File: config.mk
export PLATFORM = sky130hd
export DESIGN_NAME = adc_seq_top
export DESIGN_NICKNAME = d
export VERILOG_FILES = /design/src/rtl/adc_seq_pkg.sv /design/src/rtl/adc_seq_prescaler.sv /design/src/rtl/adc_seq_trigsel.sv /design/src/rtl/adc_seq_resbuf.sv /design/src/rtl/adc_seq_sched.sv /design/src/rtl/adc_seq_top.sv
export SDC_FILE = /design/constraint.sdc
export NUM_CORES = 1
export LEC_CHECK = 0
export ABC_AREA = 1
export BUFFER_PORTS_ARGS = -buffer_cell sky130_fd_sc_hd__buf_4
export CORE_UTILIZATION = 51
export CTS_CLUSTER_SIZE = 10
export DETAILED_ROUTE_END_ITERATION = 10
export GPL_TIMING_DRIVEN = 1
export PLACE_DENSITY = 0.93
export SLEW_MARGIN = 20
export SYNTH_ARGS = -nofsm -noshare
export SYNTH_HDL_FRONTEND = slang
export SYNTH_SLANG_ARGS = --single-unit
File: constraint.sdc
create_clock -name clk -period 4.1 [get_ports clk]
set_input_delay 0.82 -clock clk [delete_from_list [all_inputs] [get_ports clk]]
set_output_delay 0.82 -clock clk [all_outputs]
set_load 0.03 [all_outputs]
File: src/rtl/adc_seq_pkg.sv
package adc_seq_pkg;

    localparam int RAW_W = 12;
    localparam int RES_W = 32;
    localparam int NMODE = 2;
    localparam int SGL   = 0;
    localparam int SCN   = 1;

    typedef enum logic {
        MODE_SINGLE = 1'b0,
        MODE_SCAN   = 1'b1
    } mode_e;

    typedef struct packed {
        logic  busy;
        mode_e mode;
    } conv_t;

    typedef struct packed {
        logic             valid;
        logic [RES_W-1:0] data;
    } resbuf_t;

    function automatic logic [RES_W-1:0] fmt_result(input logic [RAW_W-1:0] raw,
                                                    input logic diff);
        fmt_result = {{(RES_W-RAW_W){diff & raw[RAW_W-1]}}, raw};
    endfunction

endpackage

File: src/rtl/adc_seq_prescaler.sv
module adc_seq_prescaler #(
    parameter int PSC_W = 4
) (
    input  logic             clk,
    input  logic             rst,
    input  logic [PSC_W-1:0] div,
    input  logic             realign,
    output logic             tick
);
    logic [PSC_W-1:0] cnt_q;

    assign tick = (cnt_q >= div);

    always_ff @(posedge clk) begin
        if (rst) begin
            cnt_q <= '0;
        end else if (realign || tick) begin
            cnt_q <= '0;
        end else begin
            cnt_q <= cnt_q + 1'b1;
        end
    end
endmodule

File: src/rtl/adc_seq_trigsel.sv
module adc_seq_trigsel #(
    parameter int NUM_TRIG = 8,
    parameter int TS_W     = 3
) (
    input  logic [NUM_TRIG-1:0] trig_in,
    input  logic [TS_W-1:0]     sel,
    input  logic                en,
    input  logic                sw_start,
    input  logic                sw_stop,
    output logic                start_req,
    output logic                stop_eff
);
    logic hw_hit;

    assign hw_hit    = en & trig_in[sel];
    assign start_req = sw_start | hw_hit;
    assign stop_eff  = sw_stop & ~start_req;
endmodule

File: src/rtl/adc_seq_resbuf.sv
module adc_seq_resbuf
    import adc_seq_pkg::*;
(
    input  logic             clk,
    input  logic             rst,
    input  logic             clr,
    input  logic             wr,
    input  logic             rd,
    input  logic             diff,
    input  logic [RAW_W-1:0] raw,
    output logic [RES_W-1:0] result,
    output logic             valid
);
    resbuf_t buf_q;

    always_ff @(posedge clk) begin
        if (rst || clr) begin
            buf_q <= '0;
        end else if (wr) begin
            buf_q.valid <= 1'b1;
            buf_q.data  <= fmt_result(raw, diff);
        end else if (rd) begin
            buf_q.valid <= 1'b0;
        end
    end

    assign result = buf_q.data;
    assign valid  = buf_q.valid;
endmodule

File: src/rtl/adc_seq_sched.sv
module adc_seq_sched
    import adc_seq_pkg::*;
#(
    parameter int NUM_CH = 8,
    parameter int CH_W   = 3
) (
    input  logic              clk,
    input  logic              rst,
    input  logic              tailgate_en,
    input  logic              tick,
    input  logic [NMODE-1:0]  start_req,
    input  logic [NMODE-1:0]  stop_eff,
    input  logic [CH_W-1:0]   single_ch,
    input  logic [NUM_CH-1:0] scan_mask,
    input  logic              core_done,
    output logic              core_start,
    output logic [CH_W-1:0]   core_ch,
    output logic [NMODE-1:0]  act,
    output logic [NMODE-1:0]  wr,
    output logic [NMODE-1:0]  clr,
    output logic              busy,
    output mode_e             cur_mode
);
    logic [NMODE-1:0]  pend_q;
    logic [NUM_CH-1:0] rem_q;
    logic [NUM_CH-1:0] rem_next;
    conv_t             conv_q;
    logic [NMODE-1:0]  elig;
    mode_e             pick;
    logic              launch;
    logic              abort;

    function automatic logic [CH_W-1:0] low_idx(input logic [NUM_CH-1:0] v);
        low_idx = '0;
        for (int i = NUM_CH-1; i >= 0; i--) begin
            if (v[i]) low_idx = CH_W'(i);
        end
    endfunction

    assign elig     = pend_q & ~stop_eff;
    assign rem_next = rem_q & (rem_q - 1'b1);

    always_comb begin
        if (tailgate_en && elig[SCN])  pick = MODE_SCAN;
        else if (elig[SGL])            pick = MODE_SINGLE;
        else                           pick = MODE_SCAN;
    end

    assign launch     = ~conv_q.busy & tick & (|elig);
    assign core_start = launch;
    assign core_ch    = (pick == MODE_SCAN) ? low_idx(rem_q) : single_ch;
    assign abort      = conv_q.busy & stop_eff[conv_q.mode];
    assign busy       = conv_q.busy;
    assign cur_mode   = conv_q.mode;

    for (genvar m = 0; m < NMODE; m++) begin : g_mode
        logic own;
        assign own    = conv_q.busy & (conv_q.mode == mode_e'(m));
        assign act[m] = pend_q[m] | own;
        assign wr[m]  = own & core_done & ~abort;
        assign clr[m] = own & abort;
    end

    always_ff @(posedge clk) begin
        if (rst) begin
            pend_q <= '0;
            rem_q  <= '0;
            conv_q <= '0;
        end else begin
            if (start_req[SGL] && !act[SGL]) begin
                pend_q[SGL] <= 1'b1;
            end else if (stop_eff[SGL]) begin
                pend_q[SGL] <= 1'b0;
            end else if (launch && pick == MODE_SINGLE) begin
                pend_q[SGL] <= 1'b0;
            end

            if (start_req[SCN] && !act[SCN] && (|scan_mask)) begin
                pend_q[SCN] <= 1'b1;
                rem_q       <= scan_mask;
            end else if (stop_eff[SCN]) begin
                pend_q[SCN] <= 1'b0;
                rem_q       <= '0;
            end else if (launch && pick == MODE_SCAN) begin
                pend_q[SCN] <= |rem_next;
                rem_q       <= rem_next;
            end

            if (launch) begin
                conv_q.busy <= 1'b1;
                conv_q.mode <= pick;
            end else if (abort || (conv_q.busy && core_done)) begin
                conv_q.busy <= 1'b0;
            end
        end
    end
endmodule

File: src/rtl/adc_seq_top.sv
module adc_seq_top
    import adc_seq_pkg::*;
#(
    parameter int NUM_CH   = 8,
    parameter int NUM_TRIG = 8,
    parameter int PSC_W    = 4,
    localparam int CH_W    = $clog2(NUM_CH),
    localparam int TS_W    = $clog2(NUM_TRIG)
) (
    input  logic                clk,
    input  logic                rst,
    input  logic                tailgate_en,
    input  logic [PSC_W-1:0]    psc_div,
    input  logic                diff_mode,
    input  logic                sw_single_start,
    input  logic                sw_single_stop,
    input  logic                sw_scan_start,
    input  logic                sw_scan_stop,
    input  logic [NUM_TRIG-1:0] trig_in,
    input  logic                single_trig_en,
    input  logic [TS_W-1:0]     single_trig_sel,
    input  logic                scan_trig_en,
    input  logic [TS_W-1:0]     scan_trig_sel,
    input  logic [CH_W-1:0]     single_ch,
    input  logic [NUM_CH-1:0]   scan_mask,
    output logic                conv_tick,
    output logic                core_start,
    output logic [CH_W-1:0]     core_ch,
    input  logic                core_done,
    input  logic [RAW_W-1:0]    core_data,
    output logic                single_act,
    output logic                scan_act,
    input  logic                single_rd,
    output logic [RES_W-1:0]    single_result,
    output logic                single_valid,
    input  logic                scan_rd,
    output logic [RES_W-1:0]    scan_result,
    output logic                scan_valid
);
    logic [NMODE-1:0]            sw_start_v, sw_stop_v, trig_en_v, rd_v;
    logic [NMODE-1:0][TS_W-1:0]  trig_sel_v;
    logic [NMODE-1:0]            start_req, stop_eff, act_v, wr_v, clr_v, valid_v;
    logic [NMODE-1:0][RES_W-1:0] res_v;
    logic                        conv_busy;
    mode_e                       cur_mode;
    logic                        realign;

    assign sw_start_v = {sw_scan_start,  sw_single_start};
    assign sw_stop_v  = {sw_scan_stop,   sw_single_stop};
    assign trig_en_v  = {scan_trig_en,   single_trig_en};
    assign trig_sel_v = {scan_trig_sel,  single_trig_sel};
    assign rd_v       = {scan_rd,        single_rd};

    for (genvar m = 0; m < NMODE; m++) begin : g_mode
        adc_seq_trigsel #(.NUM_TRIG(NUM_TRIG), .TS_W(TS_W)) u_trig (
            .trig_in  (trig_in),
            .sel      (trig_sel_v[m]),
            .en       (trig_en_v[m]),
            .sw_start (sw_start_v[m]),
            .sw_stop  (sw_stop_v[m]),
            .start_req(start_req[m]),
            .stop_eff (stop_eff[m])
        );

        adc_seq_resbuf u_buf (
            .clk   (clk),
            .rst   (rst),
            .clr   (clr_v[m]),
            .wr    (wr_v[m]),
            .rd    (rd_v[m]),
            .diff  (diff_mode),
            .raw   (core_data),
            .result(res_v[m]),
            .valid (valid_v[m])
        );
    end

    assign realign = (|start_req) & ~conv_busy;

    adc_seq_prescaler #(.PSC_W(PSC_W)) u_psc (
        .clk    (clk),
        .rst    (rst),
        .div    (psc_div),
        .realign(realign),
        .tick   (conv_tick)
    );

    adc_seq_sched #(.NUM_CH(NUM_CH), .CH_W(CH_W)) u_sched (
        .clk        (clk),
        .rst        (rst),
        .tailgate_en(tailgate_en),
        .tick       (conv_tick),
        .start_req  (start_req),
        .stop_eff   (stop_eff),
        .single_ch  (single_ch),
        .scan_mask  (scan_mask),
        .core_done  (core_done),
        .core_start (core_start),
        .core_ch    (core_ch),
        .act        (act_v),
        .wr         (wr_v),
        .clr        (clr_v),
        .busy       (conv_busy),
        .cur_mode   (cur_mode)
    );

    assign single_act    = act_v[SGL];
    assign scan_act      = act_v[SCN];
    assign single_result = res_v[SGL];
    assign single_valid  = valid_v[SGL];
    assign scan_result   = res_v[SCN];
    assign scan_valid    = valid_v[SCN];
endmodule

======== After elaboration in Yosys (flattened, before gate mapping) ========
Cells that the tools add are included.
cells by class
  order comparisons ....................... 4
  $add $sub $neg .......................... 2
  mux-type cells .......................... 32
  shift-type cells ........................ 0
  multipliers ............................. 0
  div/mod/pow operators ................... 0
  equality and inequality tests ........... 0
  reduce and logical (&&, ||, !) cells .... 23
  bitwise operators ....................... 30
operators by type and width
  kind                                                        count
  two-way mux 3 bit                                           9
  two-way mux 8 bit                                           3
  two-way mux 1 bit                                           18
  bitwise AND 1 bit                                           17
  OR reduction 8 bit                                          2
  bitwise AND 8 bit                                           1
  less-than comparator 3 x 4 -> 1 bit, second input constant  2
  subtractor 8 x 1 -> 8 bit, second input constant            1
  logical AND 1 bit                                           7
  binary-select mux 1 bit (select 3 bit)                      2
  inverter 1 bit                                              6
  nonzero test 2 bit                                          3
  nonzero test 3 bit                                          2
  OR reduction 2 bit                                          3
  adder 4 x 1 -> 4 bit, second input constant                 1
  >= comparator 4 bit                                         1
  logical OR 1 bit                                            4
  OR 1 bit                                                    4
  bitwise AND 2 bit                                           1
  logical NOT 1 bit                                           2
  less-than comparator 1 x 2 -> 1 bit, second input constant  1
  inverter 2 bit                                              1
storage, ports and cells
  logic and storage cells ................. 101
  memory bits (writable) .................. 0
  latch bits .............................. 0
  memory bits (read-only) ................. 0
  output and inout port bits .............. 73
  memories kept ........................... 0
  register bits after elaboration ......... 44

======== Longest topological paths before layout ========
Gate-level depths: netlist of run 1.
  word-level depth ........................ 15
  mapped depth ............................ 13
  depth with buffers taken out ............ 13

======== Modules after synthesis ========
From an unflattened synthesis of run 1, not the netlist that was laid out.
unflattened totals
  cell total of the unflattened synthesis .. 407
  area, all modules ....................... 2756.4 µm²
by module, submodules not included
  module             instances  area each (µm²)  cells each
  adc_seq_resbuf     2          681.9            81
  adc_seq_sched      1          863.3            152
  adc_seq_prescaler  1          271.5            35
  adc_seq_trigsel    2          125.1            28
  adc_seq_top        1          7.5              2

======== Least setup slack after synthesis of run 1 ========
Ideal clock, no wire load.
  path kind ............................... input port to output port
  from .................................... input port psc_div[1]
  to ...................................... output port core_start
  data required time ...................... 3280 ps
  stages .................................. 10
  arrival ................................. 2117 ps
  path slack .............................. 1163 ps
  cells stage by stage .................... inv_1 ha_1 inv_1 nor2_1 o211ai_1 nand3_1 nand2_1 inv_1 nand2_1 inv_1
on the way
  word-level cells in the longest chain between the ends .. 3
ends and longest elaborated chain
  what                            line                     source
  start, declared                 adc_seq_top.sv:13        input logic [PSC_W-1:0] psc_div,
  >= comparator 4 bit             adc_seq_prescaler.sv:12  assign tick = (cnt_q >= div);
  named net conv_tick             adc_seq_top.sv:26        output logic conv_tick,
  bitwise AND 1 bit (2 in a row)  adc_seq_sched.sv:49      assign launch = ~conv_q.busy & tick & (|elig);
  end, declared                   adc_seq_top.sv:27        output logic core_start,
The timed path passes the listed nets, and every way through them passes these cells.

======== Final worst setup path of run 1 ========
  from .................................... input port single_trig_sel[0]
  to ...................................... output port core_ch[2]
on the way
  word-level cells in the longest chain between the ends .. 11
ends and longest elaborated chain
  what                                     line                   source
  start, declared                          adc_seq_top.sv:21      input logic [TS_W-1:0] single_trig_sel,
  binary-select mux 1 bit (select 3 bit)   adc_seq_trigsel.sv:15  assign hw_hit = en & trig_in[sel];
  two-way mux 1 bit (not written as such)  adc_seq_trigsel.sv:15
  bitwise AND 1 bit                        adc_seq_trigsel.sv:15
  OR 1 bit                                 adc_seq_trigsel.sv:16  assign start_req = sw_start | hw_hit;
  inverter 1 bit                           adc_seq_trigsel.sv:17  assign stop_eff = sw_stop & ~start_req;
  bitwise AND 1 bit                        adc_seq_trigsel.sv:17
  inverter 2 bit                           adc_seq_sched.sv:40    assign elig = pend_q & ~stop_eff;
  bitwise AND 2 bit                        adc_seq_sched.sv:40
  two-way mux 1 bit                        adc_seq_sched.sv:45    else if (elig[SGL]) pick = MODE_SINGLE;
  two-way mux 1 bit                        adc_seq_sched.sv:44    if (tailgate_en && elig[SCN]) pick = MODE_SCAN;
  two-way mux 3 bit                        adc_seq_sched.sv:51    assign core_ch = (pick == MODE_SCAN) ? low_idx(rem_q) : single_ch;
  end, declared                            adc_seq_top.sv:28      output logic [CH_W-1:0] core_ch,
Every way passes these cells. The select of a mux whose other input is x is not followed.

==> impl_results.md, run 1 <==
* Transition at the pin with the smallest max-transition slack at 0.613 ns
* Vias per std cell at 5.13
* Path type of the worst min-delay path: flop to flop
* CTS sink cnt at 44
* Area of the placeable core at 0.00511 mm^2
* Filler cell count in the final layout at 420
* Tot Pwr at 0.00109 W
* Clock slew at the register clock pins of the worst setup and hold paths at 0.08 ns
* DP HPWL at 5.25 mm
* Worst-skew pair later-pin latency at 0.30 ns
* Final-report max-slew violation count at 0
* Initial detailed-routing violation count at 124
* Total leakage power at 1.69 nW
* Maximum clock insertion buffer count at 2
* Vias in the first global route at 2408
* Antenna cell count at 0
* Final sum of negative setup slack at 0 ns
* Crit start category: input pin
* DRT Wirelength at 6.70 mm
* CP Max Fanout at 5
* Antenna violations before repair at 0
* Number of placement rows at 26
* Setup Slack @ Placement at 1.06 ns
* Total length of routed met3 wires at 401 um
* Initial Util at 0.530
* Largest net degree at the start of global routing at 28
* Cell area after placement at 0.00338 mm^2
* Uppermost signal routing layer after detailed routing: met4
* Number of buffers added for setup after CTS at 0
* Peak supply drop at 0.217 mV
* Die Ht at 74.8 um
* Total setup violations reported at the end of the flow at 0
* Post-route ant nets at 0
* Io pins at 127
* Ys flop type: dfxtp_1
* Synth Register Bits at 44
* Average instance area after synthesis at 7.20 um^2
* Gr ovfl total at 0
* Synthesis warning total at 0
* RSZ-0062 raised after global routing: no
* Gate Count Post-Synth at 376
* Total via count after detailed routing at 2726
* Share of cells above drive strength 1 at 0.358
* Mapped cell area at 0.00271 mm^2
* Clock Root Buffer: clkbuf_8
* Post-synth EDFFs at 0
* Worst Setup Slack, final at 1.04 ns
* Slew headroom at 0.591
* Final nets at 519
* Cts-stage hold buffer count at 0
* Hold Fails Final Rpt at 0
* Post-CTS sizing at 0
* Total track usage at 0.240
* Period utilisation layout at 0.745
* Final critical delay including setup and external delays at 3.06 ns
* Die area at 0.00560 mm^2
* Async set-or-reset flop fraction in the synthesized netlist at 0
* Post-route DRC at 0
* Placer Congestion at 1.02
* Number of buffers created by CTS at 5
* Met2 WL post-DR at 3.45 mm
* Global-route wire length before repair at 10.4 mm
* Wire length per cell at 12.6 um
* Number of levels the H-tree was split into at 2
* Ratio of total power to cell area at 311 mW/mm^2
* Data required time of the worst path at 3.28 ns
* Die X-Extent at 74.8 um
* Routed metal-1 wirelength at 2.72 mm
* Worst Path Arrival at 2.24 ns
* CTS tree: yes
* Number of max-cap violations at 0
* Syn Nets at 435
* TritonRoute pass-1 iters at 4
* Sequential cell area fraction in the yosys report at 0.325
* Unique masters post-synth at 34
* Status: finished clean
* Synthesis-to-layout area growth at 29.2%
* Buffers added on ports at 126
* Post-Layout Inst Area at 0.00350 mm^2
* Critical path endpoint category: primary output
* Setup skew after layout at 0.00747 ns
* Setup slack of the most critical reg-to-reg path at 2.29 ns
* Achievable frequency at 327 MHz
* Critical setup path kind: input pin to primary output
[through the flow]
step | hold slack (ns) | utilization | instances
global route | 0.473 | 0.685 | 531
finish | 0.451 | 0.685 | 531
floorplan | 0.430 | - | 376
detailed placement | 0.440 | 0.662 | 523
CTS | 0.453 | 0.685 | 531
global placement | 0.434 | 0.662 | 523
[critical path, stage by stage]
cell      delay [ns]
buf_4           0.13
inv_2           0.07
nand2_1         0.06
nand3_1         0.07
nand3b_1        0.11
nand3_2         0.10
nand3_1         0.08
nand2_2         0.09
clkinv_2        0.09
nand2_4         0.10
mux2_2          0.34
buf_4           0.17
[sequential cells by signal, indices dropped and copies added, names as in the netlist]
signal,count
u_psc.cnt_q,4
g_mode.u_buf.result,26
u_sched.cur_mode,1
u_sched.rem_q,8
u_sched.pend_q,2
u_sched.busy,1
g_mode.u_buf.valid,2
[metal layers]
metal | up-vias | global-route usage
li1 | 1357 | -
met1 | 1239 | 0.268
met2 | 115 | 0.451
met3 | 15 | 0.0455
met4 | 0 | 0.0860
met5 | - | 0
[cells in the mapped netlist (2+ instances only)]
| cell | count | share of area |
|---|---|---|
| nand2_1 | 66 | 0.092 |
| inv_1 | 50 | 0.069 |
| dfxtp_1 | 44 | 0.33 |
| a21oi_1 | 40 | 0.074 |
| buf_4 | 40 | 0.11 |
| nand3_1 | 28 | 0.052 |
| o21ai_0 | 19 | 0.035 |
| nand4_1 | 16 | 0.037 |
| nor2_1 | 16 | 0.022 |
| ha_1 | 5 | 0.023 |
| a21oi_2 | 4 | 0.013 |
| clkbuf_1 | 4 | 0.0055 |
| nand2_2 | 4 | 0.0092 |
| nand3_2 | 4 | 0.015 |
| nand3_4 | 4 | 0.026 |
| buf_6 | 3 | 0.012 |
| inv_2 | 3 | 0.0042 |
| nand2_4 | 3 | 0.012 |
| o21ai_1 | 3 | 0.0055 |
| o21ai_2 | 3 | 0.0097 |
| inv_4 | 2 | 0.0046 |
| mux2_2 | 2 | 0.0083 |
| nand3b_1 | 2 | 0.0055 |
[power by group]
| group | switching, W | total (W) | internal [W] |
|---|---|---|---|
| Sequential | 0.0000175 | 0.000460 | 0.000443 |
| Clock | 0.000157 | 0.000340 | 0.000184 |
| Combinational | 0.000173 | 0.000288 | 0.000115 |
[placed cells by master (no fill, tap or decap), types with 2 or more instances in the layout]
cell type  count
inv_4          2
nand2_2        4
buf_4        126
o21ai_2        3
nand3b_1       2
inv_1         50
inv_2          3
nand2_1       66
mux2_2         2
o21ai_0       19
a21oi_2        4
nor2_1        16
a21oi_1       40
clkbuf_8       5
dfxtp_1       44
nand4_1       16
nand3_2        4
ha_1           5
o21ai_1        3
nand2_4        3
nand3_4        4
nand3_1       28
[worst paths after layout]
check | startpoint | endpoint | depth (start not counted)
setup / recovery | single_trig_sel[0] | core_ch[2] | 12
hold reg to reg | g_mode[0].u_buf.result[6]$_SDFFE_PP0P_ | g_mode[0].u_buf.result[6]$_SDFFE_PP0P_ | 2
setup reg to reg | u_sched.cur_mode$_SDFFE_PP0P_ | g_mode[0].u_buf.result[6]$_SDFFE_PP0P_ | 8
hold / removal | g_mode[0].u_buf.result[6]$_SDFFE_PP0P_ | g_mode[0].u_buf.result[6]$_SDFFE_PP0P_ | 2
[kinds of logic (layout without fill, tap and decap cells)]
| logic type | Yosys count | in the layout | synth area share |
|---|---|---|---|
| and+or+nand+nor | 146 | 146 | 0.279 |
| adders and majority gates | 5 | 5 | 0.0231 |
| muxes | 2 | 2 | 0.00832 |
| DFF | 44 | 44 | 0.325 |
| buffers and inverters | 105 | 190 | 0.212 |
| AOI/OAI and AO/OA | 72 | 72 | 0.145 |
| xor gates and xnor gates | 2 | 2 | 0.00647 |
[area by class of cell]
cell class	instances	area, um^2	share of cell area
flip-flops and latches	44	881	0.252
multi-input cells	227	1250	0.358
inverters	56	216	0.0619
clock buffers	5	68.8	0.0197
well taps	70	87.6	0.0250
repair buffers	126	946	0.270
clock inverters	3	46.3	0.0132
No activity file was read; power rests on OpenSTA's default activity.
==> run 2: changes to the inputs <==
- CORE_UTILIZATION: 51 -> 47
- PLACE_DENSITY: 0.93 -> 0.87
- clock period: 4.1 -> 2.9 ns (I/O delays scaled with it)
==> impl_results.md, run 2 (same netlist as run 1, synthesis figures left out) <==
* Status: finished clean
* Critical setup path kind: input pin to primary output
* Clock slew at the register clock pins of the worst setup and hold paths at 0.09 ns
* Placer Congestion at 0.895
* Hold Fails Final Rpt at 0
* Period utilisation layout at 0.875
* Path type of the worst min-delay path: flop to flop
* Final critical delay including setup and external delays at 2.54 ns
* Total leakage power at 1.70 nW
* Slew headroom at 0.574
* Largest net degree at the start of global routing at 28
* Crit start category: input pin
* Worst Setup Slack, final at 0.361 ns
* Critical path endpoint category: primary output
* Data required time of the worst path at 2.32 ns
* Most frequent standard cell in the layout excluding fill and tap cells: buf_4
* Antenna violations before repair at 0
* Share of cells above drive strength 1 at 0.358
* HP Start: g_mode[0].u_buf.result[10]$_SDFFE_PP0P_
* Flip-flop count of the largest register after layout at 26
* DRT Wirelength at 6.53 mm
* Total setup violations reported at the end of the flow at 0
* Initial Util at 0.488
* Number of levels the H-tree was split into at 2
* CP Max Fanout at 5
* Number of buffers created by CTS at 5
* Gr ovfl total at 0
* Clock Root Buffer: clkbuf_8
* Vias in the first global route at 2373
* Die area at 0.00607 mm^2
* RSZ-0062 raised after global routing: no
* Initial detailed-routing violation count at 99
* Worst-skew pair later-pin latency at 0.30 ns
* Vias per std cell at 5.02
* Count of placed standard cells in the final layout, fillers left out at 533
* DP HPWL at 5.22 mm
* TritonRoute pass-1 iters at 4
* Final nets at 519
* Area of the placeable core at 0.00554 mm^2
* CTS tree: yes
* Worst setup path startpoint: single_trig_sel[0]
* Post-route ant nets at 0
* Core occupancy in the finished layout at 0.633
* CTS sink cnt at 44
* Number of buffers added for setup after CTS at 0
* Die Ht at 77.9 um
* Commonest cells after routing, fill and taps aside: buf_4 (126), nand2_1 (66), inv_1 (50)
* Global-route wire length before repair at 10.5 mm
* Post-CTS sizing at 0
* Buffers added on ports at 126
* Transition at the pin with the smallest max-transition slack at 0.638 ns
* Achievable frequency at 394 MHz
* Synthesis-to-layout area growth at 29.5%
* Die X-Extent at 77.9 um
* Post-route worst hold slack at 0.451 ns
* Number of cells after detailed placement at 525
* Setup skew after layout at 0.0129 ns
* Final-report max-slew violation count at 0
* Worst Path Arrival at 1.96 ns
* Ratio of total power to cell area at 442 mW/mm^2
* Setup Slack @ Placement at 0.361 ns
* Number of max-cap violations at 0
* Number of placement rows at 27
* Antenna cell count at 0
* Total track usage at 0.214
* Final sum of negative setup slack at 0 ns
* Cts-stage hold buffer count at 0
* Post-route DRC at 0
* Origin of the critical flop-to-flop path: u_sched.cur_mode$_SDFFE_PP0P_
* Peak supply drop at 0.260 mV
* Wire length per cell at 12.2 um
* Io pins at 127
* Maximum clock insertion buffer count at 2
* Total via count after detailed routing at 2678
==> run 2: per-layer routing <==
layer	track usage	part of all wire
met5	0	0
met4	0.0585	0.015
met3	0.0424	0.067
met2	0.381	0.49
met1	0.259	0.43
==> run 2: report_power, final <==
group / switching (W) / internal (W)
clock: 0.000213 / 0.000282
combinational: 0.000242 / 0.000163
sequential: 0.0000241 / 0.000626
==> run 2: area by class of cell <==
type                    count  area [um^2]
fillers                   509         2030
inverters                  56          216
repair buffers            126          946
multi-input cells         227         1250
flip-flops and latches     44          881
well taps                  72         90.1
clock buffers               6         82.6
clock inverters             2         38.8
==> run 2: stage by stage <==
stage               power, W  area [um^2]
finish               0.00155         3510
global route         0.00163         3510
CTS                  0.00156         3510
detailed placement   0.00107         3380
global placement     0.00106         3380
floorplan           0.000926         2710
==> run 2: worst max-delay path, cell delays in order <==
cell      delay, ns
buf_4          0.13
inv_2          0.07
nand2_1        0.06
nand3_1        0.07
nand3_1        0.09
nand3_2        0.09
nand3_1        0.08
nand2_2        0.09
clkinv_2       0.09
nand2_4        0.11
mux2_2         0.33
buf_4          0.16
==> run 2: path summary, 6_finish.rpt <==
check / end / slack [ns] / cells after the start
max: core_ch[2] / 0.36 / 12
min: g_mode[0].u_buf.result[10]$_SDFFE_PP0P_ / 0.45 / 2
max reg2reg: g_mode[0].u_buf.result[4]$_SDFFE_PP0P_ / 1.10 / 8
min reg2reg: g_mode[0].u_buf.result[10]$_SDFFE_PP0P_ / 0.45 / 2
